File: config.mk
export PLATFORM = sky130hd
export DESIGN_NAME = cpu_bus_unit
export DESIGN_NICKNAME = d
export VERILOG_FILES = /design/src/rtl/cbu_pkg.sv /design/src/rtl/cbu_req_decode.sv /design/src/rtl/cbu_bus_drv.sv /design/src/rtl/cbu_rd_capture.sv /design/src/rtl/cpu_bus_unit.sv
export SDC_FILE = /design/constraint.sdc
export NUM_CORES = 1
export LEC_CHECK = 0
export BUFFER_PORTS_ARGS = -buffer_cell sky130_fd_sc_hd__buf_2
export CORE_ASPECT_RATIO = 0.9
export CORE_MARGIN = 2
export CORE_UTILIZATION = 39
export DETAILED_ROUTE_END_ITERATION = 6
export GPL_TIMING_DRIVEN = 0
export PLACE_DENSITY = 0.84
export SYNTH_ARGS = -nofsm -noshare
export SYNTH_HDL_FRONTEND = slang
export SYNTH_SLANG_ARGS = --single-unit
File: constraint.sdc
create_clock -name clk_i -period 1 [get_ports clk_i]
set_input_delay 0.2 -clock clk_i [delete_from_list [all_inputs] [get_ports clk_i]]
set_output_delay 0.2 -clock clk_i [all_outputs]
set_load 0.03 [all_outputs]
File: src/rtl/cbu_pkg.sv
package cbu_pkg;
  typedef struct packed {
    logic rd;
    logic wr;
    logic sync;
  } bus_ctl_t;

  localparam bus_ctl_t CTL_IDLE = '{rd: 1'b0, wr: 1'b0, sync: 1'b0};
endpackage

File: src/rtl/cbu_req_decode.sv
module cbu_req_decode
  import cbu_pkg::*;
#(
  parameter int unsigned DATA_W = 8
) (
  input  logic              valid_i,
  input  logic              we_i,
  input  logic              fetch_i,
  input  logic [DATA_W-1:0] wdata_i,
  output bus_ctl_t          ctl_o,
  output logic              load_addr_o,
  output logic [DATA_W-1:0] dout_o
);
  always_comb begin
    ctl_o       = CTL_IDLE;
    load_addr_o = valid_i;
    dout_o      = '0;
    if (valid_i) begin
      ctl_o.rd   = ~we_i;
      ctl_o.wr   = we_i;
      // fetch marker only meaningful on reads
      ctl_o.sync = fetch_i & ~we_i;
      if (we_i) dout_o = wdata_i;
    end
  end
endmodule

File: src/rtl/cbu_bus_drv.sv
module cbu_bus_drv
  import cbu_pkg::*;
#(
  parameter int unsigned ADDR_W = 16,
  parameter int unsigned DATA_W = 8
) (
  input  logic              clk_i,
  input  logic              rst_ni,
  input  bus_ctl_t          ctl_i,
  input  logic              load_addr_i,
  input  logic [ADDR_W-1:0] addr_i,
  input  logic [DATA_W-1:0] dout_i,
  output logic [ADDR_W-1:0] addr_o,
  output logic              rd_o,
  output logic              wr_o,
  output logic              oe_o,
  output logic              sync_o,
  output logic [DATA_W-1:0] dout_o
);
  bus_ctl_t ctl_q;

  always_ff @(posedge clk_i or negedge rst_ni) begin
    if (!rst_ni) begin
      ctl_q  <= CTL_IDLE;
      oe_o   <= 1'b0;
      dout_o <= '0;
    end else begin
      ctl_q  <= ctl_i;
      oe_o   <= ctl_i.wr;
      dout_o <= dout_i;
    end
  end

  always_ff @(posedge clk_i or negedge rst_ni) begin
    if (!rst_ni)          addr_o <= '0;
    else if (load_addr_i) addr_o <= addr_i;
  end

  assign rd_o   = ctl_q.rd;
  assign wr_o   = ctl_q.wr;
  assign sync_o = ctl_q.sync;

  assert_strobe_excl_R10: assert property (@(posedge clk_i) disable iff (!rst_ni)
    !(rd_o && wr_o));
  assert_oe_write_R4: assert property (@(posedge clk_i) disable iff (!rst_ni)
    oe_o |-> wr_o);
  assert_dout_quiet_R4: assert property (@(posedge clk_i) disable iff (!rst_ni)
    !oe_o |-> (dout_o == '0));
  assert_sync_read_R6: assert property (@(posedge clk_i) disable iff (!rst_ni)
    sync_o |-> rd_o);
  assert_idle_hold_R5: assert property (@(posedge clk_i) disable iff (!rst_ni)
    !load_addr_i |=> (!rd_o && !wr_o && $stable(addr_o)));
endmodule

File: src/rtl/cbu_rd_capture.sv
module cbu_rd_capture #(
  parameter int unsigned DATA_W = 8
) (
  input  logic              clk_i,
  input  logic              rst_ni,
  input  logic              rd_i,
  input  logic [DATA_W-1:0] din_i,
  output logic              valid_o,
  output logic [DATA_W-1:0] data_o
);
  always_ff @(posedge clk_i or negedge rst_ni) begin
    if (!rst_ni) begin
      valid_o <= 1'b0;
      data_o  <= '0;
    end else begin
      valid_o <= rd_i;
      if (rd_i) data_o <= din_i;
    end
  end

  assert_pulse_after_rd_R7: assert property (@(posedge clk_i) disable iff (!rst_ni)
    rd_i |=> valid_o);
  assert_data_sampled_R7: assert property (@(posedge clk_i) disable iff (!rst_ni)
    rd_i |=> (data_o == $past(din_i)));
  assert_data_hold_R9: assert property (@(posedge clk_i) disable iff (!rst_ni)
    !rd_i |=> $stable(data_o));
endmodule

File: src/rtl/cpu_bus_unit.sv
module cpu_bus_unit
  import cbu_pkg::*;
#(
  parameter int unsigned ADDR_W = 16,
  parameter int unsigned DATA_W = 8
) (
  input  logic              clk_i,
  input  logic              rst_ni,
  input  logic              req_valid_i,
  input  logic              req_we_i,
  input  logic              req_fetch_i,
  input  logic [ADDR_W-1:0] req_addr_i,
  input  logic [DATA_W-1:0] req_wdata_i,
  output logic [ADDR_W-1:0] bus_addr_o,
  output logic              bus_rd_o,
  output logic              bus_wr_o,
  output logic [DATA_W-1:0] bus_dout_o,
  output logic              bus_oe_o,
  output logic              bus_sync_o,
  input  logic [DATA_W-1:0] bus_din_i,
  output logic              rsp_valid_o,
  output logic [DATA_W-1:0] rsp_data_o
);
  bus_ctl_t          ctl_d;
  logic              load_addr;
  logic [DATA_W-1:0] dout_d;

  cbu_req_decode #(.DATA_W(DATA_W)) u_dec (
    .valid_i     (req_valid_i),
    .we_i        (req_we_i),
    .fetch_i     (req_fetch_i),
    .wdata_i     (req_wdata_i),
    .ctl_o       (ctl_d),
    .load_addr_o (load_addr),
    .dout_o      (dout_d)
  );

  cbu_bus_drv #(.ADDR_W(ADDR_W), .DATA_W(DATA_W)) u_drv (
    .clk_i       (clk_i),
    .rst_ni      (rst_ni),
    .ctl_i       (ctl_d),
    .load_addr_i (load_addr),
    .addr_i      (req_addr_i),
    .dout_i      (dout_d),
    .addr_o      (bus_addr_o),
    .rd_o        (bus_rd_o),
    .wr_o        (bus_wr_o),
    .oe_o        (bus_oe_o),
    .sync_o      (bus_sync_o),
    .dout_o      (bus_dout_o)
  );

  cbu_rd_capture #(.DATA_W(DATA_W)) u_cap (
    .clk_i   (clk_i),
    .rst_ni  (rst_ni),
    .rd_i    (bus_rd_o),
    .din_i   (bus_din_i),
    .valid_o (rsp_valid_o),
    .data_o  (rsp_data_o)
  );

  // back-to-back: a request always yields a strobe next cycle
  assert_no_gap_R8: assert property (@(posedge clk_i) disable iff (!rst_ni)
    req_valid_i |=> (bus_rd_o || bus_wr_o));
  assert_write_data_R3: assert property (@(posedge clk_i) disable iff (!rst_ni)
    (req_valid_i && req_we_i) |=> (bus_dout_o == $past(req_wdata_i)));
  assert_read_addr_R2: assert property (@(posedge clk_i) disable iff (!rst_ni)
    (req_valid_i && !req_we_i) |=> (bus_rd_o && bus_addr_o == $past(req_addr_i)));
endmodule

# Word level (Yosys, flattened, before mapping)
# Cells that the tools add are included.
# classes
mux	3
n_bitwise	2
# op_table
cell	count
$mux 8	2
$mux 3	1
$and 1x1->1	1
$not 1->1	1
# word_totals
regBits	36
out_inout_bits	37

# Logic depth before layout (Yosys ltp)
# Gate-level depths: netlist of the first run.
# depth
ltp_word	3
ltp_mapped	3
mapped_depth_nobuf	1

# Modules after synthesis
# A second synthesis of the first run with hierarchy kept.
# unflattened
cells_unflattened	78
hier_area_um2	1386.3
# modules_own_cells
mod	n_inst	cells_each	area_per_inst_um2
cbu_bus_drv	1	46	932.1
cbu_rd_capture	1	18	356.6
cbu_req_decode	1	14	97.6

# Worst setup path after synthesis of the first run
# OpenSTA, ideal clock, no wires.
# synth_timing
path_kind	register to register
start	register u_drv.ctl_q, in the netlist u_drv.rd_o
end	register u_cap.data_o[0]
arrival_time_ps	1078
required_time_ps	875
setup_slack_ps	-203
path_stages_with_launch	3
path_cell_list	dfrtp_1 -> buf_2 -> mux2_2
# synth_rtl
element	line	source
from (decl)	cbu_bus_drv.sv:20	bus_ctl_t ctl_q;
from (signal assigned)	cbu_bus_drv.sv:28	ctl_q <= ctl_i;
to (signal assigned)	cbu_rd_capture.sv:17	if (rd_i) data_o <= din_i;
to (decl)	cbu_rd_capture.sv:9	output logic [DATA_W-1:0] data_o
# No word-level cell between the ends.

==> results of run 1 <==
[registers in the layout, indices dropped and copies added, names as in the netlist]
name           flops
u_cap.data_o       8
u_drv.rd_o         1
u_drv.dout_o       8
u_cap.valid_o      1
u_drv.sync_o       1
u_drv.oe_o         1
u_drv.addr_o      16
[power groups by stage]
| stage | Combinational [mW] | Sequential (mW) | Clock [mW] |
|---|---|---|---|
| 3_3_place_gp | 0.718 | 1.67 | 0 |
| 5_1_grt | 1.06 | 1.70 | 1.34 |
| 2_1_floorplan | 0.195 | 1.95 | 0 |
| 6_report | 1.01 | 1.69 | 1.22 |
| 3_5_place_dp | 0.736 | 1.68 | 0 |
| 4_1_cts | 0.946 | 1.68 | 1.25 |
[synthesized netlist by cell type, drive strengths merged]
master	count
buf	4
dfrtp	36
nor2b	1
clkbuf	2
and2	1
and3	8
and3b	1
mux2	24
[worst paths after layout]
path	slack, ns	to	cells after the start
worst max register to register	-0.02	u_cap.data_o[6]	2
worst min-delay path	-0.01	u_cap.data_o[1]	1
worst min register to register	0.45	u_cap.valid_o	0
min in group clk_i	0.15	u_drv.addr_o[2]	2
worst max-delay path	-0.13	bus_wr_o	2
max in group asynchronous	0.49	u_drv.rd_o	1
[logic make-up after synthesis]
| logic type | share of synthesized area [%] |
|---|---|
| buffers and inverters | 3.95 |
| DFF | 67.7 |
| muxes | 22.9 |
| and+or+nand+nor | 5.46 |
[through the flow]
step                hold WS, ns  std cells  area (um2)  setup TNS (ns)  power [mW]
floorplan               -0.0956         77        1340          -0.340        2.14
global placement          0.291        193        1750               0        2.38
detailed placement        0.307        193        1750               0        2.42
CTS                     0.00372        208        2150          -0.885        3.88
global route             0.0351        211        2200           -2.34        4.10
finish                  -0.0144        211        2200          -0.845        3.91
[area by class of cell]
class / instances / area, um2 / share of cell area, %
flip-flops and latches: 36 / 902 / 41.0
repair buffers: 82 / 661 / 30.0
multi-input cells: 35 / 407 / 18.5
clock buffers: 5 / 68.8 / 3.13
plain buffers: 6 / 66.3 / 3.01
well taps: 44 / 55.1 / 2.50
clock inverters: 3 / 42.5 / 1.93
[metal layers]
metal / track usage, % / routed length (um) / vias up
met2: 30.6 / 1790 / 52
met4: 6.25 / 23 / 0
met1: 16.8 / 1170 / 469
met3: 7.22 / 242 / 2
li1: - / - / 441
met5: 0 / 0 / -
[what timing repair did]
item / in CTS / in global routing
setup endpoints to repair: 37 / 45
hold buffers: 0 / 0
gates resized for setup: 73 / 9
setup buffers: 7 / 5
==> metrics.md, run 1 <==
| Metric | Value |
|---|---|
| Status | complete, but fails checks |
| Failing checks | hold timing, setup timing |
| Crit-path max cell delay | 0.40 ns |
| Syn_nets | 114 |
| Largest net degree at the start of global routing | 37 |
| Drt via density | 4.57 |
| Place WS | 0.0278 ns |
| GPL Wtd Cong | 0.602 |
| Critical-path top delay cell | dfrtp_1 |
| Core Area | 3330 um2 |
| Crit path max fanout | 2 |
| Clk pwr share | 31.1% |
| Total CTS buffers | 5 |
| Net switching power | 1.06 mW |
| CP top delay family | flip-flops |
| RSZ-0062 raised after global routing | yes |
| First-pass GRT wire length | 4510 um |
| Grt ovf | 0 |
| Commonest non-fill, non-tap cell in the layout | buf_6 |
| Sequential share of the synthesized area | 67.7% |
| Arr. time, crit path | 0.93 ns |
| Hold crit path type | primary input to asynchronous set/reset pin |
| Total track usage | 16.7% |
| Power Internal | 2.85 mW |
| Synth Instances | 77 |
| Actual slew at the worst max-slew pin | 0.759 ns |
| Antenna-violating nets left | 0 |
| Initial Util | 40.0% |
| Die area | 3890 um2 |
| Worst-case clock skew | 0.000481 ns |
| Synth-to-Final Area Change | 65.6% |
| Largest area contributor in the netlist | dfrtp_1 |
| DRT iter0 DRCs | 22 |
| Slew HR | 49.4% |
| Final Hold Vio Count | 20 |
| Fin. max-slew vios | 0 |
| Final Setup Violations | 37 |
| Crit path top cell by count | buf_6 |
| # DRC | 0 |
| Origin of the critical flop-to-flop path | u_drv.rd_o |
| # rows | 20 |
| Tmin final | 1.13 ns |
| Antenna Cells | 0 |
| Max_cap viols | 0 |
| Mean Syn Cell Area | 17.3 um2 |
| P per Cell Area | 1780 nW/um2 |
| Net count reported at finish | 203 |
| WP buf/inv | 2 |
| Max frequency | 0.886 GHz |
| Clock sinks | 36 |
| Vias in the first global route | 981 |
| Post-DP HPWL | 2000 um |
| I/O pins | 74 |
| Final hold slack | -0.0144 ns |
| Syn. warnings | 0 |
| Layout cells sized above 1 | 72.5% |
| Filler Cells Inserted | 243 |
| FF+latch count, synth | 36 |
| Worst setup path class | register to output pin |
| Combinational cell fraction of total power | 25.7% |
| H-tree Lvls | 2 |
| DIE WIDTH | 65.6 um |
| Switching share of power | 27.0% |
| Routed wire length | 3240 um |
| Req. time, crit path | 0.80 ns |
| Initial antenna violation count | 0 |
| Routed vias | 964 |
| WL per Instance | 15.3 um |
| Startpoint Class | register |
| Synth unique cells | 13 |
| Flop pwr share | 43.2% |
| CP cell instances | buf_6 -> buf_6 |
| Worst-path clk slew | 0.07 ns |
| Critical path startpoint | u_drv.oe_o |
| Worst IR Drop VDD | 903 uV |
| Tcrit/Tclk final | 113% |
| Layout Utilization | 66.2% |
| CTS tree | yes |
| Pleak | 1.15 nW |
| Port Buffers | 72 |
| Critical Path Sink Type | output pin |
| Top cells by area, synth | dfrtp_1 (68%), mux2_2 (13%), mux2_4 (10%), and3_1 (3.8%), buf_12 (1.5%) |
| Clk_lat worst skew | 0.28 ns |
| Yosys top cell area share | 67.7% |
| Mapped Area | 1330 um2 |
| Final WS setup | -0.128 ns |
| DRT Pass-1 Iters | 4 |
| Chip height | 59.4 um |
| Most frequent cells in the layout | buf_6 (38), buf_2 (36), dfrtp_1 (35) |
| Clock Path Buffers | 2 |
| CTS root buf | clkbuf_8 |
Power figures use the tool's default switching activity.
==> inputs of run 2 (changes only) <==
--- a/config.mk
+++ b/config.mk
@@ -10,7 +10,6 @@
 export CORE_MARGIN = 2
 export CORE_UTILIZATION = 39
 export DETAILED_ROUTE_END_ITERATION = 6
-export GPL_TIMING_DRIVEN = 0
 export PLACE_DENSITY = 0.84
 export SYNTH_ARGS = -nofsm -noshare
 export SYNTH_HDL_FRONTEND = slang
==> run 2 against run 1 <==
  * Critical path type unchanged
  * The flow finishes with violations (setup timing)
  * Global-route usage is 1.6 points higher
  * Largest cell class unchanged
  * First-iteration DRC count grew 32%
  * Worst setup slack better by 0.078 ns
==> metrics.md, run 2 (synthesis results as in run 1) <==
| Metric | Value |
|---|---|
| H-tree Lvls | 2 |
| Clock Path Buffers | 2 |
| Commonest non-fill, non-tap cell in the layout | buf_2 |
| Initial Util | 40.0% |
| Critical Path Sink Type | output pin |
| Clk_lat worst skew | 0.28 ns |
| DRT Pass-1 Iters | 3 |
| GPL Wtd Cong | 0.607 |
| Finished Layout Cells | 216 |
| WP buf/inv | 1 |
| Port Buffers | 73 |
| Max_cap viols | 0 |
| Slew HR | 88.2% |
| Drt via density | 4.50 |
| Layout Utilization | 66.5% |
| Layout cells sized above 1 | 73.3% |
| First-pass GRT wire length | 4860 um |
| Hold crit path type | primary input to register |
| Startpoint Class | register |
| Footprint of the multi-input gates | 377 um2 |
| Dpl cell area | 1750 um2 |
| Core Area | 3330 um2 |
| Largest reg by FF count | u_drv.addr_o |
| CP cell instances | buf_6 |
| P per Cell Area | 1780 nW/um2 |
| Final Setup Violations | 40 |
| Worst-path clk slew | 0.07 ns |
| # DRC | 0 |
| Total CTS buffers | 5 |
| Final hold slack | 0.141 ns |
| Antenna Cells | 0 |
| Status | complete, but fails checks |
| Routed wire length | 3310 um |
| CTS tree | yes |
| DIE WIDTH | 65.6 um |
| Post-DP HPWL | 1940 um |
| Chip height | 59.4 um |
| Max reg flops | 16 |
| Grt ovf | 0 |
| Vias in the first global route | 991 |
| Arr. time, crit path | 0.85 ns |
| Initial antenna violation count | 0 |
| WL per Instance | 15.3 um |
| # rows | 20 |
| Clock sinks | 36 |
| Synth-to-Final Area Change | 66.3% |
| Most frequent cells in the layout | buf_2 (36), buf_6 (35), dfrtp_1 (35) |
| CTS root buf | clkbuf_8 |
| DRT iter0 DRCs | 29 |
| Regs by FF count | u_drv.addr_o (16), u_cap.data_o (8), u_drv.dout_o (8) |
| Die area | 3890 um2 |
| Filler Cells Inserted | 227 |
| Finished Cell Area | 2210 um2 |
| Worst-case clock skew | 0.00151 ns |
| Power, Total | 3.93 mW |
| Seq. cell area | 902 um2 |
| Net count reported at finish | 208 |
| I/O pins | 74 |
| Worst IR Drop VDD | 810 uV |
| Critical-path top delay cell | dfrtp_2 |
| Antenna-violating nets left | 0 |
| Crit-path max cell delay | 0.42 ns |
| Fin Setup TNS | -0.905 ns |
| Place WS | 0.0361 ns |
| Post-Place Cells | 192 |
| Final WS setup | -0.0501 ns |
| RSZ-0062 raised after global routing | yes |
| Tcrit/Tclk final | 105% |
| Max frequency | 0.952 GHz |
| Crit path max fanout | 2 |
| Routed vias | 972 |
| Req. time, crit path | 0.80 ns |
| Fin. max-slew vios | 0 |
| Largest net degree at the start of global routing | 34 |
| CP top delay family | flip-flops |
| Final Hold Vio Count | 0 |
| Pleak | 1.15 nW |
| Failing checks | setup timing |
| Total track usage | 18.2% |
| Actual slew at the worst max-slew pin | 0.177 ns |
| Worst setup path class | register to output pin |
| Tmin final | 1.05 ns |
[run 2: layout make-up]
class	instances	share of cell area, %
repair buffers	93	34.7
well taps	44	2.49
flip-flops and latches	36	40.8
multi-input cells	35	17.0
clock buffers	5	3.11
clock inverters	3	1.92
[run 2: what timing repair did]
action / CTS / global route
gates resized for setup: 72 / 0
endpoints found under the setup margin: 37 / 45
setup buffers: 10 / 5
endpoints found under the hold margin: 36 / 0
hold buffers: 1 / 0
[run 2: metal layers]
layer	routed length [um]	share of wire (%)	vias to the layer above	global-route usage [%]
met4	56	1.7	0	8.04
met2	1720	52	49	31.0
met5	0	0	-	0
met1	1270	38	467	20.3
li1	-	-	451	-
met3	257	7.8	5	7.41
[run 2: worst paths after layout]
kind,slack [ns],to,cells past startpoint,from
worst max register to register,-0.04,u_cap.data_o[0],3,u_cap.data_o[0]
worst min-delay path,0.14,u_cap.data_o[6],2,bus_din_i[6]
worst max-delay path,-0.05,bus_rd_o,1,u_drv.rd_o
min in group asynchronous,0.26,u_cap.data_o[5],2,rst_ni
worst min register to register,0.54,u_drv.addr_o[3],1,u_drv.addr_o[3]
max in group asynchronous,0.35,u_drv.rd_o,3,rst_ni
[run 2: worst register-to-register path, delay by kind of cell, from the launching register on]
kind,cells,cell delay [ns]
flops,1,0.40
buf+inv,2,0.27
mux,1,0.26
[run 2: power breakdown]
part / total (mW) / leakage, nW / switching (mW) / internal, mW
clock: 1.23 / 0.0541 / 0.498 / 0.737
sequential: 1.69 / 0.439 / 0.0957 / 1.59
combinational: 1.01 / 0.657 / 0.481 / 0.530
total: 3.93 / 1.15 / 1.08 / 2.86
==> inputs of run 3 (changes only) <==
--- a/config.mk
+++ b/config.mk
@@ -8,9 +8,9 @@
 export BUFFER_PORTS_ARGS = -buffer_cell sky130_fd_sc_hd__buf_2
 export CORE_ASPECT_RATIO = 0.9
 export CORE_MARGIN = 2
-export CORE_UTILIZATION = 39
+export CORE_UTILIZATION = 46
 export DETAILED_ROUTE_END_ITERATION = 6
-export PLACE_DENSITY = 0.84
+export PLACE_DENSITY = 0.92
 export SYNTH_ARGS = -nofsm -noshare
 export SYNTH_HDL_FRONTEND = slang
 export SYNTH_SLANG_ARGS = --single-unit
==> constraint.sdc (replaced) <==
create_clock -name clk_i -period 1.3 [get_ports clk_i]
set_input_delay 0.26 -clock clk_i [delete_from_list [all_inputs] [get_ports clk_i]]
set_output_delay 0.26 -clock clk_i [all_outputs]
set_load 0.03 [all_outputs]
==> run 3 against run 2 <==
  * The run now ends clean
  * Via count shrank 5.2%
  * Worst setup slack improved by 0.16 ns
  * Count of clock-buffer cells in the layout is 1 higher
  * Combinational power fell by 44%
  * First-iteration DRC count grew 62%
  * Core utilization grew 0.064 points
==> metrics.md, run 3 (synthesis results as in run 1) <==
| Metric | Value |
|---|---|
| # rows | 18 |
| Hold crit path type | primary input to register |
| Tcrit/Tclk final | 91.9% |
| Slew HR | 87.1% |
| Worst setup path class | register to output pin |
| Max frequency | 0.837 GHz |
| Power, Total | 2.59 mW |
| Place WS | 0.228 ns |
| Startpoint Class | register |
| FF-to-FF setup slack | 0.30 ns |
| Actual slew at the worst max-slew pin | 0.193 ns |
| Die area | 3340 um2 |
| Fin Setup TNS | 0 ns |
| Total CTS buffers | 5 |
| Worst-case clock skew | 0.00182 ns |
| H-tree Lvls | 2 |
| Tmin final | 1.19 ns |
| Crit path max fanout | 2 |
| Req. time, crit path | 1.04 ns |
| Layout cells sized above 1 | 69.9% |
| DRT iter0 DRCs | 47 |
| Clock Path Buffers | 2 |
| CP top delay family | flip-flops |
| Crit-path max cell delay | 0.42 ns |
| CTS root buf | clkbuf_4 |
| Clock sinks | 36 |
| P per Cell Area | 1410 nW/um2 |
| Vias in the first global route | 868 |
| Regs by FF count | u_drv.addr_o (16), u_cap.data_o (8), u_drv.dout_o (8) |
| Total track usage | 17.7% |
| Net count reported at finish | 192 |
| Status | finished clean |
| # DRC | 0 |
| Commonest non-fill, non-tap cell in the layout | buf_2 |
| DIE WIDTH | 60.7 um |
| Most frequent cells in the layout | buf_2 (73), dfrtp_1 (35), mux2_2 (15) |
| Worst IR Drop VDD | 1110 uV |
| Antenna Cells | 0 |
| Critical Path Sink Type | output pin |
| Largest reg by FF count | u_drv.addr_o |
| Critical-path top delay cell | dfrtp_1 |
| Max_cap viols | 0 |
| WP buf/inv | 1 |
| First-pass GRT wire length | 4030 um |
| Final Setup Violations | 0 |
| Grt ovf | 0 |
| I/O pins | 74 |
| Dpl cell area | 1730 um2 |
| Final Hold Vio Count | 0 |
| Clk_lat worst skew | 0.33 ns |
| Largest net degree at the start of global routing | 37 |
| Routed vias | 921 |
| DRT Pass-1 Iters | 4 |
| Core Area | 2750 um2 |
| Finished Cell Area | 1830 um2 |
| Synth-to-Final Area Change | 37.4% |
| CTS tree | yes |
| GPL Wtd Cong | 0.654 |
| Antenna-violating nets left | 0 |
| Drt via density | 4.70 |
| Fin. max-slew vios | 0 |
| Max reg flops | 16 |
| RSZ-0062 raised after global routing | no |
| Initial antenna violation count | 0 |
| Worst-path clk slew | 0.11 ns |
| Initial Util | 48.4% |
| Routed wire length | 2710 um |
| Port Buffers | 73 |
| Pleak | 1.00 nW |
| WL per Instance | 13.8 um |
| CP cell instances | buf_2 |
| Chip height | 55.0 um |
| Arr. time, crit path | 0.93 ns |
| Final WS setup | 0.105 ns |
[run 3: report_power, final]
part | leakage [nW] | switching (mW) | total, mW | internal, mW
registers | 0.439 | 0.0490 | 1.27 | 1.22
clock network | 0.0422 | 0.349 | 0.752 | 0.403
logic | 0.518 | 0.342 | 0.564 | 0.222
total | 1.00 | 0.740 | 2.59 | 1.85
[run 3: routing by layer]
metal  up-vias  global-route usage (%)  part of all wire, %
li1        422                       -                    -
met1       446                    19.1                   40
met2        49                    30.8                   51
met3         4                    7.21                  8.6
met4         0                    7.61                 0.92
met5         -                       0                    0
[run 3: repair_timing]
item / 4_1_cts / 5_1_grt
endpoints found under the setup margin: 1 / 0
hold endpoints to repair: 36 / 0
hold buffers: 1 / 0
setup buffers: 1 / 0
resized for setup: 1 / 0
[run 3: stage by stage]
step                      hold slack (ns)  utilization, %  std cells
after detailed placement            0.237            63.1        186
final                               0.151            66.5        196
after global placement              0.228            63.1        186
after global routing                0.123            66.5        196
after CTS                           0.139            66.5        196
after floorplan                   -0.0356               -         77
[run 3: final timing paths]
kind | cells past startpoint | endpoint | from
max in group asynchronous | 3 | u_drv.addr_o[15] | rst_ni
min reg2reg | 1 | u_drv.addr_o[0] | u_drv.addr_o[0]
min in group asynchronous | 3 | u_cap.data_o[0] | rst_ni
min | 2 | u_drv.addr_o[9] | req_addr_i[9]
max reg2reg | 2 | u_cap.data_o[5] | u_drv.rd_o
max | 1 | bus_addr_o[8] | u_drv.addr_o[8]
[run 3: area by class of cell]
cell class / instances / area (um2)
sequential: 36 / 902
clock buffer: 6 / 41.3
multi-input combinational: 35 / 377
clock inverter: 2 / 35.0
timing repair buffer: 77 / 423
fill: 211 / 920
tap: 40 / 50.0
